## src/rtl/mw_rd_pkg.sv

```systemverilog
package mw_rd_pkg;

   localparam int WORD_W = 16;
   localparam int READ_CLKS = WORD_W + 1;

   // start bit followed by the two-bit read opcode, sent left to right
   localparam logic [2:0] RD_CMD = 3'b110;

   typedef enum logic {
      ST_IDLE = 1'b0,
      ST_RUN  = 1'b1
   } run_state_e;

   function automatic int ceil_div(input int num, input int den);
      return (num + den - 1) / den;
   endfunction

endpackage

```

## src/rtl/mw_phase_timer.sv

```systemverilog
module mw_phase_timer #(
   parameter int LO_CYC    = 13,
   parameter int HI_CYC    = 38,
   parameter bit USE_RDY   = 1'b0,
   parameter int RDY_POLLS = 1000
) (
   input  logic clk_i,
   input  logic rst_ni,
   input  logic run_i,
   input  logic high_i,
   input  logic rdy_i,
   output logic phase_end_o
);

   localparam int MAX_MIN = (HI_CYC > LO_CYC) ? HI_CYC : LO_CYC;
   localparam int LIMIT   = MAX_MIN + (USE_RDY ? RDY_POLLS : 0);
   localparam int CW      = $clog2(LIMIT + 1);

   logic [CW-1:0] cnt_q;
   logic [CW-1:0] min_m1;
   logic          at_min;
   logic          release_ok;

   assign min_m1 = high_i ? CW'(HI_CYC - 1) : CW'(LO_CYC - 1);
   assign at_min = (cnt_q >= min_m1);

   generate
      if (USE_RDY) begin : g_rdy
         logic [CW-1:0] tmo_lim;
         assign tmo_lim    = min_m1 + CW'(RDY_POLLS);
         assign release_ok = rdy_i || (cnt_q >= tmo_lim);
      end else begin : g_fixed
         assign release_ok = rdy_i | 1'b1;
      end
   endgenerate

   assign phase_end_o = run_i && at_min && release_ok;

   always_ff @(posedge clk_i) begin
      if (!rst_ni) begin
         cnt_q <= '0;
      end else if (!run_i || phase_end_o) begin
         cnt_q <= '0;
      end else begin
         cnt_q <= cnt_q + CW'(1);
      end
   end

endmodule

```

## src/rtl/mw_seq.sv

```systemverilog
module mw_seq
   import mw_rd_pkg::*;
#(
   parameter int ADDR_W = 6,
   parameter int CNT_W  = ADDR_W + 1
) (
   input  logic              clk_i,
   input  logic              rst_ni,
   input  logic              go_i,
   input  logic [ADDR_W-1:0] start_i,
   input  logic [CNT_W-1:0]  count_i,
   input  logic              phase_end_i,
   output logic              run_o,
   output logic              high_o,
   output logic              cs_o,
   output logic              sk_o,
   output logic              do_o,
   output logic              sample_o,
   output logic              last_o,
   output logic              done_o
);

   // one select period, three command bits, address, read window, release
   localparam int SLOTS = 1 + 3 + ADDR_W + READ_CLKS + 1;
   localparam int SW    = $clog2(SLOTS);
   localparam logic [SW-1:0] S_CMD0  = SW'(1);
   localparam logic [SW-1:0] S_CMDN  = SW'(3);
   localparam logic [SW-1:0] S_ADDR0 = SW'(4);
   localparam logic [SW-1:0] S_RD0   = SW'(4 + ADDR_W);
   localparam logic [SW-1:0] S_RDN   = SW'(4 + ADDR_W + READ_CLKS - 1);
   localparam logic [SW-1:0] S_REL   = SW'(SLOTS - 1);

   run_state_e        state_q;
   logic [SW-1:0]     slot_q;
   logic              high_q;
   logic [ADDR_W-1:0] addr_q;
   logic [CNT_W-1:0]  left_q;
   logic              done_q;

   logic              run;
   logic              in_read;
   logic [2:0]        cmd_sh;
   logic [ADDR_W-1:0] addr_sh;

   assign run     = (state_q == ST_RUN);
   assign in_read = (slot_q >= S_RD0) && (slot_q <= S_RDN);
   assign cmd_sh  = RD_CMD << (slot_q - S_CMD0);
   assign addr_sh = addr_q << (slot_q - S_ADDR0);

   always_comb begin
      do_o = 1'b0;
      if (run && slot_q >= S_CMD0 && slot_q <= S_CMDN) begin
         do_o = cmd_sh[2];
      end else if (run && slot_q >= S_ADDR0 && slot_q < S_RD0) begin
         do_o = addr_sh[ADDR_W-1];
      end
   end

   assign run_o    = run;
   assign high_o   = high_q;
   assign cs_o     = run && (slot_q != S_REL);
   assign sk_o     = run && high_q;
   assign sample_o = run && !high_q && phase_end_i && in_read;
   assign last_o   = sample_o && (slot_q == S_RDN);
   assign done_o   = done_q;

   always_ff @(posedge clk_i) begin
      if (!rst_ni) begin
         state_q <= ST_IDLE;
         slot_q  <= '0;
         high_q  <= 1'b0;
         addr_q  <= '0;
         left_q  <= '0;
         done_q  <= 1'b0;
      end else begin
         done_q <= 1'b0;
         unique case (state_q)
            ST_IDLE: begin
               if (go_i) begin
                  if (count_i == '0) begin
                     done_q <= 1'b1;
                  end else begin
                     state_q <= ST_RUN;
                     slot_q  <= '0;
                     high_q  <= 1'b0;
                     addr_q  <= start_i;
                     left_q  <= count_i;
                  end
               end
            end
            ST_RUN: begin
               if (phase_end_i) begin
                  high_q <= !high_q;
                  if (high_q) begin
                     if (slot_q == S_REL) begin
                        slot_q <= '0;
                        if (left_q == CNT_W'(1)) begin
                           state_q <= ST_IDLE;
                           done_q  <= 1'b1;
                        end else begin
                           left_q <= left_q - CNT_W'(1);
                           addr_q <= addr_q + ADDR_W'(1);
                        end
                     end else begin
                        slot_q <= slot_q + SW'(1);
                     end
                  end
               end
            end
            default: state_q <= ST_IDLE;
         endcase
      end
   end

endmodule

```

## src/rtl/mw_rx_shift.sv

```systemverilog
module mw_rx_shift
   import mw_rd_pkg::*;
(
   input  logic              clk_i,
   input  logic              rst_ni,
   input  logic              sample_i,
   input  logic              last_i,
   input  logic              di_i,
   output logic              valid_o,
   output logic [WORD_W-1:0] data_o
);

   // the dummy leading bit leaves the top of this register unseen
   logic [WORD_W-2:0] sh_q;
   logic              valid_q;
   logic [WORD_W-1:0] data_q;

   always_ff @(posedge clk_i) begin
      if (!rst_ni) begin
         sh_q    <= '0;
         valid_q <= 1'b0;
         data_q  <= '0;
      end else begin
         valid_q <= sample_i && last_i;
         if (sample_i) begin
            sh_q <= {sh_q[WORD_W-3:0], di_i};
         end
         if (sample_i && last_i) begin
            data_q <= {sh_q, di_i};
         end
      end
   end

   assign valid_o = valid_q;
   assign data_o  = data_q;

endmodule

```

## src/rtl/mw_burst_reader.sv

```systemverilog
module mw_burst_reader
   import mw_rd_pkg::*;
#(
   parameter int ADDR_W        = 6,
   parameter int CLK_PERIOD_PS = 20000,
   parameter int SK_HIGH_NS    = 750,
   parameter int SK_LOW_NS     = 250,
   parameter int CS_SETUP_NS   = 1000,
   parameter bit USE_RDY       = 1'b0,
   parameter int RDY_POLLS     = 1000
) (
   input  logic                clk_i,
   input  logic                rst_ni,
   input  logic                go_i,
   input  logic [ADDR_W-1:0]   start_addr_i,
   input  logic [ADDR_W:0]     word_count_i,
   output logic                word_valid_o,
   output logic [WORD_W-1:0]   word_data_o,
   output logic                done_o,
   output logic                ee_cs_o,
   output logic                ee_sk_o,
   output logic                ee_do_o,
   input  logic                ee_di_i,
   input  logic                ee_rdy_i
);

   localparam int CNT_W  = ADDR_W + 1;
   localparam int HI_CYC = ceil_div(SK_HIGH_NS * 1000, CLK_PERIOD_PS);
   localparam int LO_CYC = ceil_div(SK_LOW_NS * 1000, CLK_PERIOD_PS);
   localparam int CS_CYC = ceil_div(CS_SETUP_NS * 1000, CLK_PERIOD_PS);

   generate
      if (!(ADDR_W == 6 || ADDR_W == 8)) begin : g_bad_addr_w
         $error("mw_burst_reader: ADDR_W must be 6 or 8");
      end
      if (HI_CYC < 1 || LO_CYC < 1) begin : g_bad_phase
         $error("mw_burst_reader: serial clock phases must be at least one cycle");
      end
      if (HI_CYC + LO_CYC < CS_CYC) begin : g_bad_setup
         $error("mw_burst_reader: one serial period is shorter than the select setup");
      end
      if (USE_RDY && RDY_POLLS < 1) begin : g_bad_polls
         $error("mw_burst_reader: RDY_POLLS must be positive");
      end
   endgenerate

   logic run;
   logic high;
   logic phase_end;
   logic sample;
   logic last;

   mw_phase_timer #(
      .LO_CYC    (LO_CYC),
      .HI_CYC    (HI_CYC),
      .USE_RDY   (USE_RDY),
      .RDY_POLLS (RDY_POLLS)
   ) u_timer (
      .clk_i       (clk_i),
      .rst_ni      (rst_ni),
      .run_i       (run),
      .high_i      (high),
      .rdy_i       (ee_rdy_i),
      .phase_end_o (phase_end)
   );

   mw_seq #(
      .ADDR_W (ADDR_W),
      .CNT_W  (CNT_W)
   ) u_seq (
      .clk_i       (clk_i),
      .rst_ni      (rst_ni),
      .go_i        (go_i),
      .start_i     (start_addr_i),
      .count_i     (word_count_i),
      .phase_end_i (phase_end),
      .run_o       (run),
      .high_o      (high),
      .cs_o        (ee_cs_o),
      .sk_o        (ee_sk_o),
      .do_o        (ee_do_o),
      .sample_o    (sample),
      .last_o      (last),
      .done_o      (done_o)
   );

   mw_rx_shift u_rx (
      .clk_i    (clk_i),
      .rst_ni   (rst_ni),
      .sample_i (sample),
      .last_i   (last),
      .di_i     (ee_di_i),
      .valid_o  (word_valid_o),
      .data_o   (word_data_o)
   );

endmodule

```

## config.mk

```make
export PLATFORM = sky130hd
export DESIGN_NAME = mw_burst_reader
export DESIGN_NICKNAME = d
export VERILOG_FILES = /design/src/rtl/mw_rd_pkg.sv /design/src/rtl/mw_phase_timer.sv /design/src/rtl/mw_seq.sv /design/src/rtl/mw_rx_shift.sv /design/src/rtl/mw_burst_reader.sv
export SDC_FILE = /design/constraint.sdc
export NUM_CORES = 1
export LEC_CHECK = 0
export ABC_AREA = 1
export BUFFER_PORTS_ARGS = -buffer_cell sky130_fd_sc_hd__buf_2
export CORE_ASPECT_RATIO = 0.7
export CORE_MARGIN = 4
export CORE_UTILIZATION = 29
export DETAILED_ROUTE_END_ITERATION = 10
export PLACE_DENSITY = 0.54
export SETUP_SLACK_MARGIN = 0.02
export SKIP_LAST_GASP = 1
export SLEW_MARGIN = 0
export SYNTH_ARGS = -nofsm -noshare
export SYNTH_HDL_FRONTEND = slang
export SYNTH_HIERARCHICAL = 1
export SYNTH_SLANG_ARGS = --single-unit
```

## constraint.sdc

```tcl
create_clock -name clk_i -period 2.4 [get_ports clk_i]
set_clock_uncertainty 0.1 [all_clocks]
set_input_delay 0.72 -clock clk_i [delete_from_list [all_inputs] [get_ports clk_i]]
set_output_delay 0.72 -clock clk_i [all_outputs]
set_load 0.05 [all_outputs]
```

==> impl_metrics.csv <==
group,metric,value,unit
outcome,outcome,"complete, no violations",
route,wl_per_cell,11.4,um
clock_network,cts.sinks,59,
synthesis,seq_area_frac_synth,36.6,%
setup_path,endpoint_kind,"output pin",
synthesis,ys.flop_type,"dfxtp_1",
global_route,overflow,0,
worst_hold_path,holdCritPathClass,"register to register",
timing,maxSlewHeadroom,74.6,%
clock_network,clockBufferDepth,2,
setup_path,r2r_end,"u_rx/data_o[0]",
synthesis,yosys_warnings,6,
clock_network,h-tree-depth,3,
timing,rsz0062_at_grt,"yes",
place,routabilityCongestion,0.847,
worst_hold_path,whs_path_depth,2,
setup_path,crit_required,1.58,ns
synthesis,synth_edf_count,0,
timing,maxSlewViolCount,0,
layout,layout_commonest_cell,"nand2_1",
clock_network,clk_latency,0.33,ns
floorplanning,fp.dieH,96.3,um
setup_path,reg2reg_slack,0.19,ns
route,ant_nets,0,
run,drv_cap,0,
route,firstDrtPassIters,4,
synthesis,synthCells,482,
global_route,grt_pass1_wl,13300,um
floorplanning,start_util,30.5,%
synthesis,yosysTopAreaCell,"dfxtp_1",
global_route,grt_max_degree,27,
global_route,antenna_found_initial,0,
timing,fin_ws,0.0216,ns
power_and_ir_drop,p_per_area,615,nW/um^2
place,postPlaceCellArea,3690,sq um
synthesis,ys_top_cells_by_area,"dfxtp_1 37%, nand2_1 15%, nor2_1 11%, ha_1 5.4%, inv_1 5.2%",
power_and_ir_drop,p_leak,2.05,nW
layout,fillCellCount,1120,
timing,max_freq,0.420,GHz
setup_path,path_class,"register to output pin",
global_route,track_usage,12.8,%
timing,fin_crit_sh,99.1,%
layout,drive_gt1_share,25.8,%
floorplanning,ios,39,
floorplanning,die_w,134,um
route,drc,0,
timing,hold_violations,0,
layout,nNetsFinal,578,
setup_path,r2r_cells,14,
floorplanning,rows,31,
synthesis,avgSynthCellArea,6.70,sq um
synthesis,syn_area,3230,sq um
setup_path,path_max_fanout,3,
place,place_hpwl,5710,um
power_and_ir_drop,peakVddDrop,0.300,mV
place,io_buffers,37,
layout,final_cell_mix,"127 x nand2_1, 91 x nor2_1, 53 x dfxtp_1",
worst_hold_path,hold_start,"u_rx/sh_q[11]",
clock_network,cts_tree,"built",
synthesis,yosysUniqueCellTypes,32,
global_route,first_global_vias,2818,
route,viasPerCell,4.40,
synthesis,ys_seq_elements,59,
timing,hold_ws,0.364,ns
layout,layoutNonFillerInstCount,699,
clock_network,cts.reportedPaths.clkPinSlew,0.06,ns
timing,tightest_slew,0.381,ns
timing,setup_violations,0,
synthesis,synthDominantCellAreaShare,36.6,%
layout,area_growth,31.7,%
route,drt_iter0_markers,215,
clock_network,cts_made_buffers,9,
place,post-place-cells,675,
worst_hold_path,whs_endpoint,"u_rx/data_o[12]",
setup_path,reg2reg_from,"u_seq/high_o",
layout,final_area,4250,sq um
clock_network,hold_buffers,0,
route,wl,7980,um
synthesis,async_flop_share,0,%
timing,post-route-min-period,2.38,ns
layout,antenna_cells,0,
floorplanning,dieArea,12900,sq um
place,dpl_worst_slack,-0.0629,ns
setup_path,startpoint,"u_seq/slot_q[2]",
setup_path,crit_arrival,1.56,ns
synthesis,syn_nets,514,
clock_network,root_buffer,"clkbuf_16",
power_and_ir_drop,power.total,2.62,mW
floorplanning,coreArea,10600,sq um
setup_path,start_kind,"register",
route,vias,3078,
[stage by stage]
stage	util (%)	TNS, ns
floorplan	-	0
global placement	34.9	-0.0124
detailed placement	34.9	-0.336
CTS	38.8	-0.00976
global route	40.2	-0.126
finish	40.2	0
[per-layer routing]
| metal | track usage, % | part of all wire, % | vias to the layer above |
|---|---|---|---|
| met5 | 0 | 0 | - |
| met4 | 4.41 | 0.88 | 0 |
| met3 | 3.81 | 2.9 | 6 |
| met2 | 18.9 | 42 | 39 |
| met1 | 17.8 | 54 | 1377 |
| li1 | - | - | 1656 |
[registers in the layout, summed over array words and instances (netlist names)]
name / count
u_timer/cnt_q: 6
u_seq/slot_q: 5
u_seq/done_o: 1
u_seq/high_o: 1
u_rx/valid_o: 1
u_rx/sh_q: 15
u_seq/run_o: 1
u_seq/addr_q: 6
u_rx/data_o: 16
u_seq/left_q: 7
[timing repair]
item | 4_1_cts | 5_1_grt
pin swaps | 4 | 12
endpoints found under the setup margin | 23 | 50
gates cloned | 0 | 2
setup buffers | 3 | 3
resized for setup | 32 | 27
[power breakdown]
part           internal, mW  switching (mW)
clock network         0.798           0.463
logic                 0.120           0.200
registers              1.01          0.0289
[cell type report]
class	count	area (sq um)	area share, %
well taps	148	185	4.36
inverters	50	198	4.65
repair buffers	68	458	10.8
clock buffers	9	225	5.30
multi-input cells	358	1920	45.1
flip-flops and latches	59	1200	28.2
clock inverters	7	68.8	1.62
[synth_stat cells (3+ instances only)]
cell type / count
a21oi_1: 17
buf_2: 5
buf_4: 7
buf_6: 3
dfxtp_1: 59
ha_1: 14
inv_1: 45
inv_2: 4
nand2_1: 131
nand2_2: 5
nand3_1: 32
nand3_2: 3
nand4_1: 11
nor2_1: 94
nor2_2: 3
nor2_4: 3
nor3_1: 5
o21ai_0: 21
xor2_1: 3
[worst max-delay path by stage]
stage / to / slack [ns] / cells past startpoint
finish: ee_do_o / 0.02 / 8
CTS: ee_do_o / -0.01 / 6
global placement: u_rx/data_o[14] / -0.008 / 13
floorplan: u_rx/data_o[10] / 0.04 / 12
global route: ee_do_o / -0.07 / 7
detailed placement: u_rx/data_o[5] / -0.06 / 13
[kinds of logic after synthesis]
kind of cell	share of synthesized area [%]
AO/OA/AOI/OAI	6.67
XOR/XNOR	1.36
adder cells (fa/ha/maj)	5.43
buffers and inverters	9.50
flip-flops	36.6
multiplexers	0.310
AND/OR/NAND/NOR	40.2
[critical path: stages (launching register included)]
cell,delay [ns]
dfxtp_2,0.36
inv_4,0.06
ha_4,0.17
xnor2_2,0.16
nand4_1,0.11
nand2_1,0.07
nand2_1,0.05
nand2_1,0.09
buf_6,0.16
Power figures use the tool's default switching activity.
